## src/rtl/bls_pkg.sv

```systemverilog
// Package: shared transfer-class encoding and widths for the branch/loop sequencer.
// Assumes a 3-bit class field driven by the decoder.
package bls_pkg;
    typedef enum logic [2:0] {
        XF_SHORT  = 3'd0,
        XF_NEAR   = 3'd1,
        XF_FAR    = 3'd2,
        XF_LOOP   = 3'd3,
        XF_LOOPZ  = 3'd4,
        XF_LOOPNZ = 3'd5,
        XF_RSV6   = 3'd6,
        XF_RSV7   = 3'd7
    } xfer_op_e;
endpackage

```

## src/rtl/bls_loop_eval.sv

```systemverilog
// Loop evaluator: decrements the count for loop classes and decides whether
// the loop branches. Assumes the count wraps modulo 2^CNT_W.
module bls_loop_eval
    import bls_pkg::*;
#(
    parameter int CNT_W = 16
) (
    input  xfer_op_e           op,
    input  logic [CNT_W-1:0]   cnt_in,
    input  logic               zf,
    output logic [CNT_W-1:0]   cnt_out,
    output logic               loop_go
);
    logic [CNT_W-1:0] cnt_dec;
    logic             cnt_live;

    // Decrement and nonzero test shared by all loop forms.
    always_comb begin
        cnt_dec  = cnt_in - CNT_W'(1);
        cnt_live = (cnt_dec != '0);
    end

    // Select count result and branch decision per class.
    always_comb begin
        cnt_out = cnt_in;
        loop_go = 1'b0;
        case (op)
            XF_LOOP: begin
                cnt_out = cnt_dec;
                loop_go = cnt_live;
            end
            XF_LOOPZ: begin
                cnt_out = cnt_dec;
                loop_go = cnt_live & zf;
            end
            XF_LOOPNZ: begin
                cnt_out = cnt_dec;
                loop_go = cnt_live & ~zf;
            end
            default: begin
                cnt_out = cnt_in;
                loop_go = 1'b0;
            end
        endcase
    end
endmodule

```

## src/rtl/bls_target.sv

```systemverilog
// Target generator: forms the next segment and offset for every class.
// Relative targets are based on the offset after the instruction; offsets
// wrap modulo 2^OFS_W. loop_go comes from the loop evaluator.
module bls_target
    import bls_pkg::*;
#(
    parameter int OFS_W   = 16,
    parameter int LEN_W   = 4,
    parameter int SHORT_W = 8
) (
    input  xfer_op_e           op,
    input  logic [OFS_W-1:0]   seg_in,
    input  logic [OFS_W-1:0]   ofs_in,
    input  logic [LEN_W-1:0]   len,
    input  logic [OFS_W-1:0]   disp,
    input  logic [OFS_W-1:0]   far_seg,
    input  logic               loop_go,
    output logic [OFS_W-1:0]   seg_out,
    output logic [OFS_W-1:0]   ofs_out,
    output logic               redirect
);
    localparam int EXT_W = OFS_W - SHORT_W;

    logic [OFS_W-1:0] ofs_seq;
    logic [OFS_W-1:0] short_tgt;
    logic [OFS_W-1:0] near_tgt;

    // Sequential offset and the two relative target candidates.
    always_comb begin
        ofs_seq   = ofs_in + OFS_W'(len);
        short_tgt = ofs_seq + {{EXT_W{disp[SHORT_W-1]}}, disp[SHORT_W-1:0]};
        near_tgt  = ofs_seq + disp;
    end

    // Pick the result for the decoded class.
    always_comb begin
        seg_out  = seg_in;
        ofs_out  = ofs_seq;
        redirect = 1'b0;
        case (op)
            XF_SHORT: begin
                ofs_out  = short_tgt;
                redirect = 1'b1;
            end
            XF_NEAR: begin
                ofs_out  = near_tgt;
                redirect = 1'b1;
            end
            XF_FAR: begin
                seg_out  = far_seg;
                ofs_out  = disp;
                redirect = 1'b1;
            end
            XF_LOOP, XF_LOOPZ, XF_LOOPNZ: begin
                ofs_out  = loop_go ? short_tgt : ofs_seq;
                redirect = loop_go;
            end
            default: begin
                ofs_out  = ofs_seq;
                redirect = 1'b0;
            end
        endcase
    end
endmodule

```

## src/rtl/bls_phys_addr.sv

```systemverilog
// Physical address former: segment shifted left by SEG_SHIFT plus the
// zero-extended offset, wrapping modulo 2^(OFS_W+SEG_SHIFT).
module bls_phys_addr #(
    parameter int OFS_W     = 16,
    parameter int SEG_SHIFT = 4,
    localparam int PA_W     = OFS_W + SEG_SHIFT
) (
    input  logic [OFS_W-1:0] seg,
    input  logic [OFS_W-1:0] ofs,
    output logic [PA_W-1:0]  pa
);
    // Aligned add of the shifted segment and the offset.
    always_comb begin
        pa = {seg, {SEG_SHIFT{1'b0}}} + {{SEG_SHIFT{1'b0}}, ofs};
    end
endmodule

```

## src/rtl/branch_loop_seq.sv

```systemverilog
// Branch and loop sequencer top: computes next CS:IP, updated CX and the
// physical fetch address for a decoded transfer, registered one cycle after
// in_valid. Assumes the decoder supplies the instruction length and class.
module branch_loop_seq
    import bls_pkg::*;
#(
    parameter int OFS_W     = 16,
    parameter int LEN_W     = 4,
    parameter int SHORT_W   = 8,
    parameter int SEG_SHIFT = 4,
    localparam int PA_W     = OFS_W + SEG_SHIFT
) (
    input  logic              clk,
    input  logic              rst_n,
    input  logic              in_valid,
    input  logic [OFS_W-1:0]  cs_in,
    input  logic [OFS_W-1:0]  ip_in,
    input  logic [LEN_W-1:0]  ins_len,
    input  logic [2:0]        op_class,
    input  logic [OFS_W-1:0]  disp,
    input  logic [OFS_W-1:0]  far_seg,
    input  logic [OFS_W-1:0]  cx_in,
    input  logic              zf,
    output logic              out_valid,
    output logic [OFS_W-1:0]  cs_out,
    output logic [OFS_W-1:0]  ip_out,
    output logic [OFS_W-1:0]  cx_out,
    output logic [PA_W-1:0]   phys_addr,
    output logic              taken,
    output logic              flush
);
    xfer_op_e         op;
    logic [OFS_W-1:0] cx_nxt;
    logic             loop_go;
    logic [OFS_W-1:0] cs_nxt;
    logic [OFS_W-1:0] ip_nxt;
    logic             redirect;
    logic [PA_W-1:0]  pa_nxt;

    // Class field to enum.
    always_comb op = xfer_op_e'(op_class);

    bls_loop_eval #(.CNT_W(OFS_W)) u_loop (
        .op(op), .cnt_in(cx_in), .zf(zf),
        .cnt_out(cx_nxt), .loop_go(loop_go)
    );

    bls_target #(.OFS_W(OFS_W), .LEN_W(LEN_W), .SHORT_W(SHORT_W)) u_tgt (
        .op(op), .seg_in(cs_in), .ofs_in(ip_in), .len(ins_len),
        .disp(disp), .far_seg(far_seg), .loop_go(loop_go),
        .seg_out(cs_nxt), .ofs_out(ip_nxt), .redirect(redirect)
    );

    bls_phys_addr #(.OFS_W(OFS_W), .SEG_SHIFT(SEG_SHIFT)) u_pa (
        .seg(cs_nxt), .ofs(ip_nxt), .pa(pa_nxt)
    );

    // Result register: load on in_valid, hold data and drop pulses otherwise.
    always_ff @(posedge clk) begin
        if (!rst_n) begin
            out_valid <= 1'b0;
            cs_out    <= '0;
            ip_out    <= '0;
            cx_out    <= '0;
            phys_addr <= '0;
            taken     <= 1'b0;
            flush     <= 1'b0;
        end else if (in_valid) begin
            out_valid <= 1'b1;
            cs_out    <= cs_nxt;
            ip_out    <= ip_nxt;
            cx_out    <= cx_nxt;
            phys_addr <= pa_nxt;
            taken     <= redirect;
            flush     <= redirect;
        end else begin
            out_valid <= 1'b0;
            taken     <= 1'b0;
            flush     <= 1'b0;
        end
    end

    // a strobe yields a valid result on the next cycle.
    assert_valid_follows_R2: assert property (@(posedge clk) disable iff (!rst_n)
        in_valid |=> out_valid);

    // no flush or taken without a valid result.
    assert_flush_needs_valid_R7: assert property (@(posedge clk) disable iff (!rst_n)
        (flush || taken) |-> out_valid);

    // unconditional jumps always redirect and flush.
    assert_jump_flushes_R7: assert property (@(posedge clk) disable iff (!rst_n)
        (in_valid && op_class <= 3'd2) |=> (taken && flush));

    // far jump loads the segment field.
    assert_far_segment_R6: assert property (@(posedge clk) disable iff (!rst_n)
        (in_valid && op_class == 3'd2) |=> (cs_out == $past(far_seg)));

    // loop classes decrement the count by one.
    assert_loop_decrement_R8: assert property (@(posedge clk) disable iff (!rst_n)
        (in_valid && op_class >= 3'd3 && op_class <= 3'd5)
            |=> (cx_out == $past(cx_in) - OFS_W'(1)));

    // non-loop classes keep the count.
    assert_count_kept_R11: assert property (@(posedge clk) disable iff (!rst_n)
        (in_valid && (op_class <= 3'd2 || op_class >= 3'd6))
            |=> (cx_out == $past(cx_in)));

    // idle cycle keeps the offset.
    assert_hold_idle_R2: assert property (@(posedge clk) disable iff (!rst_n)
        (!in_valid && $past(rst_n)) |=> $stable(ip_out));
endmodule

```

## config.mk

```make
export PLATFORM = sky130hd
export DESIGN_NAME = branch_loop_seq
export DESIGN_NICKNAME = d
export VERILOG_FILES = /design/src/rtl/bls_pkg.sv /design/src/rtl/bls_loop_eval.sv /design/src/rtl/bls_target.sv /design/src/rtl/bls_phys_addr.sv /design/src/rtl/branch_loop_seq.sv
export SDC_FILE = /design/constraint.sdc
export NUM_CORES = 1
export LEC_CHECK = 0
export BUFFER_PORTS_ARGS = -buffer_cell sky130_fd_sc_hd__buf_2
export CORE_ASPECT_RATIO = 0.6
export CORE_MARGIN = 3
export CORE_UTILIZATION = 59
export CTS_CLUSTER_SIZE = 16
export DETAILED_ROUTE_END_ITERATION = 10
export PLACE_DENSITY = 0.95
export SYNTH_ARGS = -nofsm -noshare
export SYNTH_HDL_FRONTEND = slang
export SYNTH_HIERARCHICAL = 1
export SYNTH_SLANG_ARGS = --single-unit
export TNS_END_PERCENT = 5
```

## constraint.sdc

```tcl
create_clock -name clk -period 9.1 [get_ports clk]
set_input_delay 1.365 -clock clk [delete_from_list [all_inputs] [get_ports clk]]
set_output_delay 1.365 -clock clk [all_outputs]
set_load 0.01 [all_outputs]
```

Word-level counts from Yosys, hierarchy flattened
Index checks and enable logic that the tools add are counted.
{ "classes": {"addsub": 5, "n_eq_ne": 5, "n_mux": 7, "bitwise_logic": 3, "reduce_logical": 5} }
{ "ops": {"columns": ["op", "n"], "rows": [
  ["16-bit case mux with 4 select lines", 1],
  ["16-bit two-way mux", 3],
  ["16-bit adder", 2],
  ["20-bit by 16-bit adder with 20-bit output", 1],
  ["16-bit by 4-bit adder with 16-bit output", 1],
  ["16-bit nonzero test", 1],
  ["16-bit by 1-bit subtractor with 16-bit output, second input constant", 1],
  ["3-bit by 2-bit == test with 1-bit output, second input constant", 2],
  ["3-bit == test, second input constant", 2],
  ["3-bit OR reduction", 2],
  ["3-bit by 1-bit == test with 1-bit output, second input constant", 1],
  ["3-bit zero test", 1],
  ["1-bit case mux with 3 select lines", 1],
  ["1-bit AND", 2],
  ["1-bit case mux with 2 select lines", 1],
  ["2-bit AND reduction", 1],
  ["1-bit two-way mux", 1],
  ["1-bit inverter", 1]
]} }
{ "totals": {"regBits": 70, "wordCells": 31} }

Longest topological paths before layout
{ "depth": {"word_depth": 7, "depth_mapped": 24} }

By module
Netlist, hierarchy kept.
{ "by_module_without_submodules": {"columns": ["mod", "instances", "cells_per_inst", "area_per_inst_um2"], "rows": [
  ["branch_loop_seq", 1, 224, 2705.1],
  ["bls_target", 1, 284, 2125.8],
  ["bls_phys_addr", 1, 108, 820.8],
  ["bls_loop_eval", 1, 79, 548.0]
]} }

Worst setup path after synthesis
OpenSTA, ideal clock, no wires.
{ "synth_path": {"kind": "input to register", "from": "in ip_in[0]", "to": "reg phys_addr[18]", "arrival_time_ps": 5896, "t_required_ps": 9035, "path_slack_ps": 3139, "path_stages": 24, "cell_sequence": "ha_1 inv_1 fa_1 nor2b_1 o21ai_0 and2_1 nor2_1 xor2_1 ha_1 a2111oi_0 o21ai_1 a41oi_1 o21ai_1 o311ai_1 mux2i_1 o211ai_1 ha_1 buf_2 nand2_1 or3_1 or3_1 nand3_1 mux2i_1 nor2b_1"} }
{ "synth_via": {"elab_chain_cells": 5} }
{ "synth_lines": {"columns": ["element", "line", "source"], "rows": [
  ["start: declaration", "branch_loop_seq.sv:17", "input logic [OFS_W-1:0] ip_in,"],
  ["16-bit by 4-bit adder with 16-bit output (*)", "bls_target.sv:30", "ofs_seq = ofs_in + OFS_W'(len);"],
  ["16-bit adder", "bls_target.sv:31", "short_tgt = ofs_seq + {{EXT_W{disp[SHORT_W-1]}}, disp[SHORT_W-1:0]};"],
  ["16-bit two-way mux", "bls_target.sv:55", "ofs_out = loop_go ? short_tgt : ofs_seq;"],
  ["16-bit case mux with 4 select lines (*)", "bls_target.sv:40", "case (op)"],
  ["net ip_nxt[15]", "branch_loop_seq.sv:36", "logic [OFS_W-1:0] ip_nxt;"],
  ["20-bit by 16-bit adder with 20-bit output (*)", "bls_phys_addr.sv:14", "pa = {seg, {SEG_SHIFT{1'b0}}} + {{SEG_SHIFT{1'b0}}, ofs};"],
  ["net pa_nxt[18]", "branch_loop_seq.sv:38", "logic [PA_W-1:0] pa_nxt;"],
  ["end signal: assignment", "branch_loop_seq.sv:73", "phys_addr <= pa_nxt;"],
  ["end: declaration", "branch_loop_seq.sv:28", "output logic [PA_W-1:0] phys_addr,"]
]} }
The timed path passes the listed nets; every way through them passes the cells marked *.
A chain may end at the register's enable or synchronous reset.

Worst setup path in the final report
{ "layout_path": {"from": "in ip_in[0]", "to": "reg phys_addr[19]"} }
The elaborated chain is that of the path after synthesis.

==> impl_metrics.tcl <==
set metrics [dict create \
    drv_cap 0 \
    p_per_area_nw_per_um2 166 \
    whs_ns 0.512 \
    dp_cells 963 \
    rsz0062_at_grt "no" \
    p_leak_uw 0.00335 \
    wl_um 17000 \
    r2r_end "cx_out[2]" \
    wl_per_cell_um 17.4 \
    ys_seq_area_share_pct 22.6 \
    cts_max_level 3 \
    grt_max_degree 71 \
    layout_setup_ws_ns 2.67 \
    synthArstFlopShare_pct 0 \
    holdPathStages 2 \
    drtPass1Iterations 7 \
    rr_worst_depth 2 \
    max_freq_mhz 155 \
    rows 28 \
    grt_pass1_vias 5635 \
    drc 0 \
    die-height_um 85.4 \
    die_w_um 138 \
    hold_violations 0 \
    area_growth_pct 16.8 \
    skew_ns 0 \
    slew_headroom_pct 24.0 \
    post-cts-setup-buffers 0 \
    route.antenna.remaining_nets 0 \
    dr.first_iter.drc_count 754 \
    clkTransAtPathRegs_ns 0.06 \
    synth_area_sq_um 6200 \
    layout-drive-gt1-share_pct 25.5 \
    num_io_pins 162 \
    cts_buffer_depth 2 \
    setup_viol 0 \
    gp_congestion 0.980 \
    overflow 0 \
    antenna_found_initial 0 \
    start_util_pct 61.7 \
    dp_slack_ns 2.46 \
    final_common_cell "buf_2" \
    grt_pass1_wl_um 27700 \
    synthCells 695 \
    synthDistinctLibCells 87 \
    min_period_ns 6.43 \
    root_buffer "clkbuf_16" \
    grt_usage_pct 28.2 \
    yosys_warnings 6 \
    dpl.hpwl_um 13000 \
    holdBufCountCts 0 \
    worst_slew_pin_slew_ns 1.14 \
    worstSetupEndpointType "flop" \
    synth_area_leader_cell "dfxtp_1" \
    via_per_inst 6.07 \
    hp-class "flop to flop" \
    worstSetupPathType "input port to flop" \
    reg2reg_slack_ns 8.42 \
    vias 5947 \
    hold_path_end "cx_out[13]" \
    fin_tns_setup_ns 0 \
    dieArea_sq_um 11800 \
    start_kind "input port" \
    cts_tree "built" \
    layoutNonFillerInstCount 979 \
    slew_viol_final 0 \
    vdd_ir_drop_max_mv 0.107 \
    crit_start "ip_in[0]" \
    synth_nets 830 \
    portBuffers 161 \
    ys_ff_latch 70 \
    critical_path_required_ns 9.32 \
    final_nets 974 \
    cts_resized 0 \
    synth_top_area_share_pct 22.6 \
    cts_sinks 70 \
    cts_buffers 9 \
    postPlaceCellArea_sq_um 6940 \
    hp-start "cx_out[13]" \
    crit_arrival_ns 6.65 \
    clock_latency_ns 0.33 \
    synth_flop_cell "dfxtp_1" \
    core_area_sq_um 10100 \
    diodes 0 \
    synth-edff-count 0 \
    design_area_sq_um 7240 \
    r2r-start "cx_out[2]" \
    status "completed" \
    avgSynthCellArea_sq_um 8.92 \
    crit_fanout 6 \
    synth.area.top_cells "dfxtp_1, mux2i_1, ha_1, nor2b_1, xnor2_1" \
    mostFrequentLayoutCells "buf_2, nor2b_1, mux2i_1, dfxtp_1, ha_1" \
    finalCritPeriodShare_pct 70.7 \
]
[cell type report]
class,count,area [sq um]
flip-flops and latches,70,1400
well taps,135,169
fillers,749,2810
clock buffers,9,225
inverters,22,82.6
clock inverters,7,81.3
repair buffers,164,831
multi-input cells,572,4450
[routing by layer]
layer	track usage [%]	part of all wire [%]
met5	0	0
met3	7.60	9.8
met4	7.00	1.1
met2	43.8	43
met1	39.1	46
[sequential cells by signal, summed over array words and instances, names as in the netlist]
name and count:
cs_out 16, cx_out 16, flush 1, ip_out 16, out_valid 1, phys_addr 20
[worst max-delay path by stage]
stage               endpoint  slack [ns]  cells past startpoint
6_report       phys_addr[19]        2.67                     23
3_5_place_dp   phys_addr[18]        2.46                     24
3_3_place_gp   phys_addr[18]        2.68                     24
4_1_cts        phys_addr[18]        2.77                     24
2_1_floorplan  phys_addr[18]        3.14                     24
5_1_grt        phys_addr[18]        2.19                     24
[cells in the mapped netlist, drive strengths merged, types with 7 or more instances]
cell type / n
a211oi: 11
a21o: 11
a21oi: 29
and2: 9
and3: 7
buf: 17
clkbuf: 14
dfxtp: 70
ha: 41
inv: 21
mux2: 16
mux2i: 73
nand2: 31
nand2b: 9
nand3: 18
nor2: 37
nor2b: 75
nor3: 14
o211ai: 7
o21a: 8
o21ai: 26
or3: 7
xnor2: 25
xor2: 24
[kinds of logic after synthesis]
logic type / share of synthesized area, %
DFF: 22.6
xor gates and xnor gates: 7.67
buffers and inverters: 5.65
and+or+nand+nor: 22.3
adders and majority gates: 9.24
AOI/OAI and AO/OA: 17.6
muxes: 14.9
[critical path: stages]
cell and delay (ns):
buf_2 0.08, ha_1 0.19, inv_1 0.06, fa_1 0.40, nor2b_1 0.11, o21ai_0 0.12, and2_1 0.24, nor2_1 0.14
xor2_1 0.23, ha_1 0.34, a2111oi_0 0.41, o21ai_1 0.19, a41oi_1 0.39, a2bb2oi_1 0.37, nor3b_1 0.12, a211oi_1 0.25
o221ai_1 0.20, ha_1 0.44, a31o_4 0.30, a2111oi_4 0.32, o311ai_1 0.16, mux2i_1 0.15, nor2b_1 0.06
[power by group]
group,internal [uW],switching [uW]
combinational,209,277
sequential,341,17.4
clock,216,143
total,765,437
[metrics by stage]
stage	total power [uW]	utilization, %
floorplan	709	-
global placement	820	69.0
detailed placement	835	69.0
CTS	1200	72.0
global route	1270	72.0
finish	1200	72.0
No activity file was read; power rests on OpenSTA's default activity.
